==> src/rtl/acc_alu_pkg.sv <==
package acc_alu_pkg;
  typedef enum logic [3:0] {
    OP_ADD = 4'h0,
    OP_SUB = 4'h1,
    OP_NOT = 4'h2,
    OP_AND = 4'h3,
    OP_OR  = 4'h4,
    OP_XOR = 4'h5,
    OP_ROL = 4'h6,
    OP_ROR = 4'h7,
    OP_ASL = 4'h8,
    OP_ASR = 4'h9
  } alu_op_e;

  typedef struct packed {
    logic ovf;
    logic neg;
    logic zero;
    logic carry;
  } alu_flags_t;

  localparam int unsigned FLAG_W = $bits(alu_flags_t);
endpackage

==> src/rtl/acc_alu_arith.sv <==
module acc_alu_arith #(
  parameter int unsigned DATA_W = 8
) (
  input  logic [DATA_W-1:0] a_i,
  input  logic [DATA_W-1:0] b_i,
  input  logic              sub_i,
  output logic [DATA_W-1:0] sum_o,
  output logic              carry_o,
  output logic              ovf_o
);
  localparam int unsigned MSB = DATA_W - 1;

  logic [DATA_W-1:0] b_eff;
  logic [DATA_W:0]   full;

  // subtract as a + ~b + 1; carry out then means "no borrow"
  assign b_eff   = sub_i ? ~b_i : b_i;
  assign full    = {1'b0, a_i} + {1'b0, b_eff} + {{DATA_W{1'b0}}, sub_i};
  assign sum_o   = full[DATA_W-1:0];
  assign carry_o = full[DATA_W];
  assign ovf_o   = (a_i[MSB] == b_eff[MSB]) && (sum_o[MSB] != a_i[MSB]);
endmodule

==> src/rtl/acc_alu_shift.sv <==
module acc_alu_shift #(
  parameter int unsigned DATA_W = 8
) (
  input  logic [DATA_W-1:0] a_i,
  input  logic              left_i,
  input  logic              ring_i,
  output logic [DATA_W-1:0] res_o,
  output logic              carry_o,
  output logic              ovf_o
);
  localparam int unsigned MSB = DATA_W - 1;

  always_comb begin
    if (left_i) begin
      res_o   = {a_i[MSB-1:0], ring_i ? a_i[MSB] : 1'b0};
      carry_o = a_i[MSB];
      ovf_o   = ring_i ? 1'b0 : (a_i[MSB] ^ a_i[MSB-1]);
    end else begin
      res_o   = {ring_i ? a_i[0] : a_i[MSB], a_i[MSB:1]};
      carry_o = a_i[0];
      ovf_o   = 1'b0;
    end
  end

  always_comb begin
    if (ring_i) begin
      a_r4_ring_keeps_ones: assert ($countones(res_o) == $countones(a_i));
    end
    if (!ring_i && !left_i) begin
      a_r6_asr_keeps_sign: assert (res_o[MSB] == a_i[MSB]);
    end
  end
endmodule

==> src/rtl/acc_alu_status.sv <==
module acc_alu_status
  import acc_alu_pkg::*;
#(
  parameter int unsigned SENSE_W = 4
) (
  input  logic                      clk_i,
  input  logic                      rst_ni,
  input  logic                      we_i,
  input  alu_flags_t                flags_i,
  input  logic [SENSE_W-1:0]        sense_i,
  output logic [SENSE_W+FLAG_W-1:0] status_o
);
  localparam int unsigned ST_W = SENSE_W + FLAG_W;

  logic [SENSE_W-1:0] sense_q;
  alu_flags_t         flags_q;

  always_ff @(posedge clk_i or negedge rst_ni) begin
    if (!rst_ni) sense_q <= '0;
    else         sense_q <= sense_i;
  end

  always_ff @(posedge clk_i or negedge rst_ni) begin
    if (!rst_ni)   flags_q <= '0;
    else if (we_i) flags_q <= flags_i;
  end

  assign status_o = {sense_q, flags_q};

  a_r9_sense_follow: assert property (@(posedge clk_i) disable iff (!rst_ni)
    1'b1 |=> status_o[ST_W-1:FLAG_W] == $past(sense_i));

  a_r8_flags_hold: assert property (@(posedge clk_i) disable iff (!rst_ni)
    !we_i |=> $stable(status_o[FLAG_W-1:0]));
endmodule

==> src/rtl/acc_alu_top.sv <==
module acc_alu_top
  import acc_alu_pkg::*;
#(
  parameter int unsigned DATA_W  = 8,
  parameter int unsigned SENSE_W = 4
) (
  input  logic                      clk_i,
  input  logic                      rst_ni,
  input  logic [3:0]                op_i,
  input  logic [DATA_W-1:0]         acc_i,
  input  logic [DATA_W-1:0]         opnd_i,
  input  logic                      flag_we_i,
  input  logic [SENSE_W-1:0]        sense_i,
  output logic [DATA_W-1:0]         result_o,
  output logic [SENSE_W+FLAG_W-1:0] status_o
);
  localparam int unsigned MSB = DATA_W - 1;

  logic [DATA_W-1:0] arith_res, shift_res;
  logic              arith_c, arith_o, shift_c, shift_o;
  logic              op_valid, we_eff;
  alu_flags_t        flags_d;

  acc_alu_arith #(.DATA_W(DATA_W)) u_arith (
    .a_i    (acc_i),
    .b_i    (opnd_i),
    .sub_i  (op_i == OP_SUB),
    .sum_o  (arith_res),
    .carry_o(arith_c),
    .ovf_o  (arith_o)
  );

  acc_alu_shift #(.DATA_W(DATA_W)) u_shift (
    .a_i    (acc_i),
    .left_i (op_i == OP_ROL || op_i == OP_ASL),
    .ring_i (op_i == OP_ROL || op_i == OP_ROR),
    .res_o  (shift_res),
    .carry_o(shift_c),
    .ovf_o  (shift_o)
  );

  always_comb begin
    result_o      = acc_i;
    flags_d.carry = 1'b0;
    flags_d.ovf   = 1'b0;
    op_valid      = 1'b1;
    case (op_i)
      OP_ADD, OP_SUB: begin
        result_o      = arith_res;
        flags_d.carry = arith_c;
        flags_d.ovf   = arith_o;
      end
      OP_NOT: result_o = ~opnd_i;
      OP_AND: result_o = acc_i & opnd_i;
      OP_OR:  result_o = acc_i | opnd_i;
      OP_XOR: result_o = acc_i ^ opnd_i;
      OP_ROL, OP_ROR, OP_ASL, OP_ASR: begin
        result_o      = shift_res;
        flags_d.carry = shift_c;
        flags_d.ovf   = shift_o;
      end
      default: op_valid = 1'b0;
    endcase
    flags_d.neg  = result_o[MSB];
    flags_d.zero = ~|result_o;
  end

  assign we_eff = flag_we_i & op_valid;

  acc_alu_status #(.SENSE_W(SENSE_W)) u_status (
    .clk_i   (clk_i),
    .rst_ni  (rst_ni),
    .we_i    (we_eff),
    .flags_i (flags_d),
    .sense_i (sense_i),
    .status_o(status_o)
  );

  a_r7_nz_load: assert property (@(posedge clk_i) disable iff (!rst_ni)
    we_eff |=> (status_o[2] == $past(result_o[MSB])) &&
               (status_o[1] == ($past(result_o) == '0)));

  a_r11_bad_op_hold: assert property (@(posedge clk_i) disable iff (!rst_ni)
    (op_i > 4'h9) |=> $stable(status_o[FLAG_W-1:0]));
endmodule

==> config.mk <==
export PLATFORM = sky130hd
export DESIGN_NAME = acc_alu_top
export DESIGN_NICKNAME = d
export VERILOG_FILES = /design/src/rtl/acc_alu_pkg.sv /design/src/rtl/acc_alu_arith.sv /design/src/rtl/acc_alu_shift.sv /design/src/rtl/acc_alu_status.sv /design/src/rtl/acc_alu_top.sv
export SDC_FILE = /design/constraint.sdc
export NUM_CORES = 1
export LEC_CHECK = 0
export BUFFER_PORTS_ARGS = -buffer_cell sky130_fd_sc_hd__buf_4
export CAP_MARGIN = 10
export CORE_MARGIN = 1
export CORE_UTILIZATION = 59
export CTS_CLUSTER_DIAMETER = 200
export DETAILED_ROUTE_END_ITERATION = 12
export PLACE_DENSITY = 0.92
export SLEW_MARGIN = 20
export SYNTH_ARGS = -nofsm -noshare
export SYNTH_HDL_FRONTEND = slang
export SYNTH_SLANG_ARGS = --single-unit
==> constraint.sdc <==
create_clock -name clk_i -period 4.6 [get_ports clk_i]
set_input_delay 0.23 -clock clk_i [delete_from_list [all_inputs] [get_ports clk_i]]
set_output_delay 0.23 -clock clk_i [all_outputs]
set_load 0.05 [all_outputs]
==> results of run 1 <==
-- how the worst max path moves through the flow --
| stage | to | cells past startpoint |
|---|---|---|
| final | result_o[7] | 10 |
| after global routing | result_o[7] | 10 |
| after CTS | result_o[7] | 10 |
| after detailed placement | result_o[7] | 10 |
| after global placement | result_o[7] | 10 |
| after floorplan | result_o[4] | 10 |
-- where the power goes --
part	total (W)	leakage, nW	switching (W)	internal [W]
clock network	0.0000525	0.0138	0.0000228	0.0000298
registers	0.0000807	0.0969	0.00000401	0.0000767
logic	0.000271	0.854	0.000169	0.000102
total	0.000404	0.964	0.000196	0.000208
-- flip-flops by register name, summed over array words and instances (netlist names) --
register	cells
u_status.status_o	4
u_status.sense_q	4
-- cells in the final DEF (no fill, tap or decap), types with 5 or more instances in the layout --
master,netlist,layout
buf_4,5,43
ha_1,23,23
inv_1,21,21
o21ai_0,16,16
nand2b_1,16,16
nand2_1,15,15
a21oi_1,12,12
xnor2_1,10,10
nor2_1,9,9
dfrtp_1,8,8
a31oi_1,7,7
o211ai_1,7,7
nor3_1,6,6
mux2i_1,5,5
-- layout make-up --
class | instances | area, um2 | share of cell area, %
multi-input cells | 186 | 1403 | 67.57
inverters | 21 | 78.83 | 3.797
clock buffers | 3 | 22.52 | 1.085
repair buffers | 44 | 332.8 | 16.03
well taps | 31 | 38.79 | 1.869
flip-flops and latches | 8 | 200.2 | 9.644
-- worst max-delay path: stages --
cell and delay, ps:
buf_4 360, nor4b_4 320, xnor2_1 220, ha_1 340, a31o_2 260, a21oi_1 240
and2_4 210, a31oi_1 130, o221ai_1 310, buf_4 260
-- metrics by stage --
| stage | setup slack (ps) | instances | utilization (%) | hold slack (ps) |
|---|---|---|---|---|
| 2_1_floorplan | 1701 | 227 | - | -65.59 |
| 6_report | 1473 | 293 | 74.63 | 90.56 |
| 3_3_place_gp | 1628 | 289 | 73.46 | 50.00 |
| 4_1_cts | 1533 | 293 | 74.63 | 83.99 |
| 3_5_place_dp | 1529 | 289 | 73.46 | 51.52 |
| 5_1_grt | 1356 | 293 | 74.63 | 77.48 |
-- logic make-up after synthesis --
group	after synthesis	share of synthesized area, %
AOI/OAI and AO/OA	71	27.92
xor gates and xnor gates	11	5.484
adders and majority gates	24	17.52
buffers and inverters	33	8.761
DFF	8	11.40
muxes	7	4.131
and+or+nand+nor	73	24.79
-- what timing repair did --
action	in CTS	in global routing
endpoints found under the hold margin	8	0
setup buffers	0	0
hold buffers	1	0
-- routing by layer --
metal / GRT usage [%] / routed length, um / vias to the layer above
li1: - / - / 904
met1: 40.40 / 1855 / 859
met2: 54.62 / 2422 / 115
met3: 3.917 / 521 / 15
met4: 13.59 / 121 / 0
met5: 0 / 0 / -
==> impl_metrics.toml, run 1 <==
[pwr]
power_w = 0.0004040
power_density_nw_per_um2 = 194.6
ir_drop_v = 0.0002323
power.leakage_nw = 0.9645

[routing]
wl_per_cell_um = 16.79
firstDrtPassIters = 4
drt-total-wl_um = 4920
drt-initial-drc-count = 119
routed_via_density = 6.461
ant_nets = 0
num_vias = 1893
drc = 0

[logic_synthesis]
synth_seq_cells = 8
synth_commonest_cells = "23 x ha_1, 21 x inv_1, 16 x nand2b_1, 16 x o21ai_0, 15 x nand2_1"
ys_top_cells_by_area = "ha_1 16%, dfrtp_1 11%, nand2b_1 5.7%"
avgSynthCellArea_um2 = 7.739
synth.distinct_cells = 53
seq_area_frac_synth_pct = 11.40
synth_area_um2 = 1757
yosysWarnings = 0
synth.top_cell.area_share_pct = 16.38
syn-num-nets = 278
async_flop_share_pct = 100.0
synth_edf_count = 0
synth_flop_cell = "dfrtp_1"
synth_area_leader_cell = "ha_1"
syn_inst = 227
synth_most_common_cell = "ha_1"

[grt]
overflow = 0
grt_pass1_wl_um = 8231
antenna_found_initial = 0
grt_max_degree = 46
grtUsageTotal_pct = 32.05
grt_pass1_vias = 1896

[clocking]
cts_root_buf = "clkbuf_4"
cts_htree_levels = 1
cts_buffer_depth = 2
cts_resized = 0
cts_made_buffers = 3
cts.clk_slew.worst_paths_ps = 50
tritoncts = "done"
clock_sinks = 8
insertion_delay_ps = 250

[floorplan]
num_rows = 19
core-area_um2 = 2781
die_area_um2 = 3200
die_y_um = 56.57
die_w_um = 56.57
ioPinCount = 43
initial_core_util_pct = 63.16

[sta]
slew_viol_final = 0
rsz0062_at_grt = "false"
fin_tns_setup_ps = 0
tightest_slew_ps = 974.0
period_share_pct = 67.97
post-route-min-period_ps = 3127
skew_ps = 0
max_freq_mhz = 319.8
setup_viol = 0
relSlewSlack_pct = 34.92
finalHoldViolCount = 0

[job]
cap_violations = 0

[outcome]
outcome = "complete, no violations"

[min_path]
min_path_cells = 1
hp-class = "input pin to register"
worstHoldEndpoint = "u_status.sense_q[0]"
hp-start = "sense_i[0]"

[final_layout]
diodes = 0
fill_cells = 218
syn2layout_area_growth_pct = 18.16
postLayoutCellArea_um2 = 2076
nets = 315
drive_gt1_share_pct = 21.37

[critical_path]
startpoint = "op_i[0]"
rrSetupSlack_ps = 3450
cp_max_fo = 45
cp-end-kind = "output port"
path_class = "input pin to output port"
ff2ff_path_depth = 4
cp_data_required_time_ps = 4370
start_kind = "input pin"
r2r-start = "u_status.status_o[0]"
r2r-end = "u_status.status_o[0]"
cp.arrival_ps = 2900

[placed_design]
place_area_um2 = 2043
place_congestion = 1.012
hpwl_um = 3783
port_buffers = 42
No activity file was read; power rests on OpenSTA's default activity.
==> run 2, diff against run 1 <==
CORE_UTILIZATION = 49   (was 59)
PLACE_DENSITY = 0.82   (was 0.92)
clock period = 2.65 ns   (was 4.6 ns; I/O delays follow)
==> impl_metrics.toml, run 2 (same netlist as run 1, synthesis figures left out) <==
[min_path]
worstHoldEndpoint = "u_status.status_o[3]"
min_path_cells = 3
hp-class = "input pin to register"
hp-start = "flag_we_i"

[placed_design]
port_buffers = 42
place_congestion = 0.9899
hpwl_um = 3790

[sta]
skew_ps = 0
relSlewSlack_pct = 66.71
holdWs_ps = 203.9
max_freq_mhz = 390.2
slew_viol_final = 0
post-route-min-period_ps = 2563
finalHoldViolCount = 0
setup_viol = 0
fin_tns_setup_ps = 0
period_share_pct = 96.70
tightest_slew_ps = 496.3
rsz0062_at_grt = "false"

[critical_path]
rrSetupSlack_ps = 1570
ff2ff_path_depth = 4
cp.arrival_ps = 2430
r2r-start = "u_status.status_o[0]"
start_kind = "input pin"
r2r-end = "u_status.status_o[0]"
cp-end-kind = "output port"
cp_data_required_time_ps = 2520
path_class = "input pin to output port"
cp_max_fo = 5

[floorplan]
initial_core_util_pct = 51.83
core-area_um2 = 3390
die_area_um2 = 3829
num_rows = 21
die_w_um = 61.88
die_y_um = 61.88
ioPinCount = 43

[pwr]
ir_drop_v = 0.0001369
power_w = 0.0007273
power_density_nw_per_um2 = 325.5
power.leakage_nw = 1.038

[job]
cap_violations = 0

[clocking]
cts_made_buffers = 3
clock_sinks = 8
tritoncts = "done"
cts_htree_levels = 1
insertion_delay_ps = 240
cts_root_buf = "clkbuf_4"
cts_buffer_depth = 2
cts.clk_slew.worst_paths_ps = 50

[final_layout]
nets = 330
diodes = 0
syn2layout_area_growth_pct = 27.21
layout_commonest_cell = "buf_4"
drive_gt1_share_pct = 25.63
final_cell_mix = "54 x buf_4, 23 x ha_1, 21 x inv_1, 16 x o21ai_0, 16 x nand2b_1"

[routing]
drc = 0
num_vias = 1877
drt-initial-drc-count = 95
drt-total-wl_um = 4900
firstDrtPassIters = 4
wl_per_cell_um = 15.17
ant_nets = 0
routed_via_density = 5.811

[grt]
grt_pass1_vias = 1675
overflow = 0
grt_max_degree = 45
antenna_found_initial = 0
grtUsageTotal_pct = 27.83
grt_pass1_wl_um = 7900

[outcome]
outcome = "complete, no violations"
## run 2: worst max path at each step
stage | startpoint | slack (ps) | endpoint | depth (start not counted)
after floorplan | op_i[0] | -40 | u_status.status_o[1] | 11
after global placement | op_i[1] | 60 | u_status.status_o[1] | 12
after detailed placement | op_i[1] | -20 | result_o[7] | 11
after CTS | op_i[1] | 50 | result_o[7] | 11
after global routing | op_i[1] | 5 | result_o[7] | 10
final | op_i[1] | 90 | result_o[4] | 12
## run 2: power by group
| group | internal, W | switching, W |
|---|---|---|
| Clock | 0.0000517 | 0.0000394 |
| Combinational | 0.000195 | 0.000300 |
| Sequential | 0.000133 | 0.00000738 |
| Total | 0.000380 | 0.000347 |
## run 2: metrics by stage
step	instance area, um2	worst slack, ps	utilization, %	cells
after CTS	2231	50.61	65.82	323
after global placement	2152	64.10	63.49	315
after global routing	2235	5.424	65.93	323
after floorplan	1764	-37.30	-	227
after detailed placement	2152	-24.26	63.49	315
final	2235	87.36	65.93	323
## run 2: layout make-up
type                    instances  area (um2)
inverters                      21       78.83
multi-input cells             186        1420
clock buffers                   3       22.52
flip-flops and latches          8       200.2
fillers                       292        1155
well taps                      46       57.56
repair buffers                 59       455.4
## run 2: critical path, cell delays in order
cell	delay [ps]
buf_4	120
nor4b_4	350
buf_4	230
xnor2_1	130
ha_1	270
buf_4	170
a21o_1	190
a21oi_1	190
xnor2_1	170
a21oi_1	110
a31oi_2	150
buf_4	220
## run 2: per-layer routing
metal  global-route usage, %  vias up  part of all wire, %
met1                   39.67      885                   44
met3                   4.969        2                  7.2
met4                   4.127        0                 0.51
met5                       0        -                    0
li1                        -      927                    -
met2                   44.70       63                   48
## run 2: repair_timing
item | CTS | global route
pin swaps | 1 | 0
resized for setup | 1 | 1
endpoints found under the setup margin | 1 | 2
hold buffers | 5 | 0
hold endpoints to repair | 12 | 0
setup buffers | 0 | 0
==> run 3, diff against run 2 <==
--- a/config.mk
+++ b/config.mk
@@ -7,5 +7,5 @@
 export LEC_CHECK = 0
 export BUFFER_PORTS_ARGS = -buffer_cell sky130_fd_sc_hd__buf_4
-export CAP_MARGIN = 10
+export CAP_MARGIN = 5
 export CORE_MARGIN = 1
 export CORE_UTILIZATION = 49
==> constraint.sdc (replaced) <==
create_clock -name clk_i -period 2.65 [get_ports clk_i]
set_input_delay 0.53 -clock clk_i [delete_from_list [all_inputs] [get_ports clk_i]]
set_output_delay 0.53 -clock clk_i [all_outputs]
set_load 0.05 [all_outputs]
==> impl_metrics.toml, run 3 (same netlist as run 1, synthesis figures left out) <==
[outcome]
outcome = "complete, but fails checks"
violations = "negative setup slack"

[sta]
tightest_slew_ps = 425.7
fin_ws_ps = -599.4
slew_viol_final = 0
finalHoldViolCount = 0
skew_ps = 0
relSlewSlack_pct = 71.62
setup_viol = 10
rsz0062_at_grt = "true"
fin_tns_setup_ps = -4052
max_freq_mhz = 307.7
period_share_pct = 122.6
post-route-min-period_ps = 3249
holdWs_ps = 74.73

[critical_path]
ff2ff_path_depth = 4
cpMostUsedCell = "buf_8"
startpoint = "op_i[3]"
cp_data_required_time_ps = 2120
start_kind = "input pin"
r2r-start = "u_status.status_o[0]"
slowest_delay_ps = 400
cp.arrival_ps = 2720
cp_max_fo = 6
cp-end-kind = "output port"
endpoint = "result_o[6]"
cp_slowest_cell = "fa_2"
rrSetupSlack_ps = 1560
path_class = "input pin to output port"
crit_chain = "buf_8 -> nor4b_4 -> buf_12 -> xnor2_4 -> fa_2 -> a211o_1 -> a21oi_4 -> mux2i_2 -> a211o_2 -> buf_8"
r2r-end = "u_status.status_o[0]"

[clocking]
cts_root_buf = "clkbuf_4"
cts_htree_levels = 1
hold_buffers = 0
insertion_delay_ps = 250
cts_made_buffers = 3
tritoncts = "done"
clock_sinks = 8
cts_buffer_depth = 2
cts.clk_slew.worst_paths_ps = 60

[routing]
wl_per_cell_um = 18.41
drc = 0
routed_via_density = 6.041
drt-total-wl_um = 6738
ant_nets = 0
wirelength_met1_um = 2401
top_layer_used = "met4"
wl_met3_um = 459
wl_met2_um = 3488
drt-initial-drc-count = 262
num_vias = 2211
firstDrtPassIters = 5

[floorplan]
die_y_um = 61.88
ioPinCount = 43
die_w_um = 61.88
initial_core_util_pct = 51.83
num_rows = 21
die_area_um2 = 3829
core-area_um2 = 3390

[grt]
grtUsageTotal_pct = 32.93
grt_pass1_vias = 2028
overflow = 0
antenna_found_initial = 0
grt_pass1_wl_um = 9197
grt_max_degree = 45

[final_layout]
fill_cells = 214
diodes = 0
final_cell_mix = "90 x buf_4, 21 x inv_1, 21 x ha_1, 16 x nand2b_1, 15 x nand2_1"
stdcell_count = 366
layout_commonest_cell = "buf_4"
drive_gt1_share_pct = 45.31
nets = 373
syn2layout_area_growth_pct = 60.90

[pwr]
combPwrFrac_pct = 75.1
seqPwrFrac_pct = 15.0
p_sw_share_pct = 45.62
power.leakage_nw = 1.325
clkPwrFrac_pct = 9.9
ir_drop_v = 0.0002194
power_w = 0.0009457
intPower_w = 0.0005143
power_density_nw_per_um2 = 334.6
p_sw_w = 0.0004314

[placed_design]
hpwl_um = 4167
port_buffers = 42
placedCellCount = 350
pre_cts_ws_ps = -630.5
place_congestion = 0.9120

[job]
cap_violations = 0

[min_path]
hp-class = "input pin to asynchronous set/reset pin"
run 3: cell count changes in the layout (fill, tap and decap cells not counted), moves of 4 or more:
cell	before	now
buf_8	0	4
a21oi_1	11	6
buf_6	0	7
xnor2_1	10	5
buf_4	54	90
xnor2_2	0	4
dlygate4sd3_1	5	0
run 3: routing by layer:
metal	up-vias	track usage [%]
met4	0	17.46
met2	143	60.52
met5	-	0
met3	39	3.934
li1	1014	-
met1	1015	36.93
run 3: power by group through the flow:
stage / sequential [W] / combinational [W] / clock (W)
6_report: 0.000141 / 0.000710 / 0.0000939
5_1_grt: 0.000142 / 0.000750 / 0.000105
4_1_cts: 0.000141 / 0.000629 / 0.0000910
3_5_place_dp: 0.000142 / 0.000581 / 0
3_3_place_gp: 0.000142 / 0.000567 / 0
2_1_floorplan: 0.000180 / 0.000327 / 0
run 3: worst min-delay path by stage:
stage | end | slack (ps) | cells past startpoint
floorplan | u_status.sense_q[0] | 230 | 0
global placement | u_status.status_o[3] | 350 | 1
detailed placement | u_status.sense_q[1] | 350 | 1
CTS | u_status.status_o[3] | 80 | 1
global route | u_status.status_o[3] | 70 | 1
finish | u_status.sense_q[0] | 70 | 1
run 3: metrics by stage:
step	util, %	cell area, um2
after floorplan	-	1884
after global placement	74.82	2536
after detailed placement	74.82	2536
after CTS	79.33	2689
after global routing	83.39	2826
final	83.39	2826
run 3: critical path, delay by kind of cell:
family	cells	cell delay, ps
simple gates	1	330
fa+ha+maj	1	400
xor+xnor	1	100
buf+inv	3	430
mux	1	80
compound gates	3	840
run 3: repair_timing:
item / 4_1_cts / 5_1_grt
pin swaps: 9 / 19
resized for setup: 18 / 17
setup endpoints to repair: 8 / 11
buffers inserted: 6 / 7
run 3: area by class of cell:
| type | count | area (um2) | area share (%) |
|---|---|---|---|
| inverter | 21 | 78.83 | 2.789 |
| clock buffer | 3 | 22.52 | 0.7968 |
| multi-input combinational | 186 | 1633 | 57.77 |
| sequential | 8 | 200.2 | 7.083 |
| tap | 46 | 57.56 | 2.036 |
| timing repair buffer | 102 | 834.6 | 29.53 |
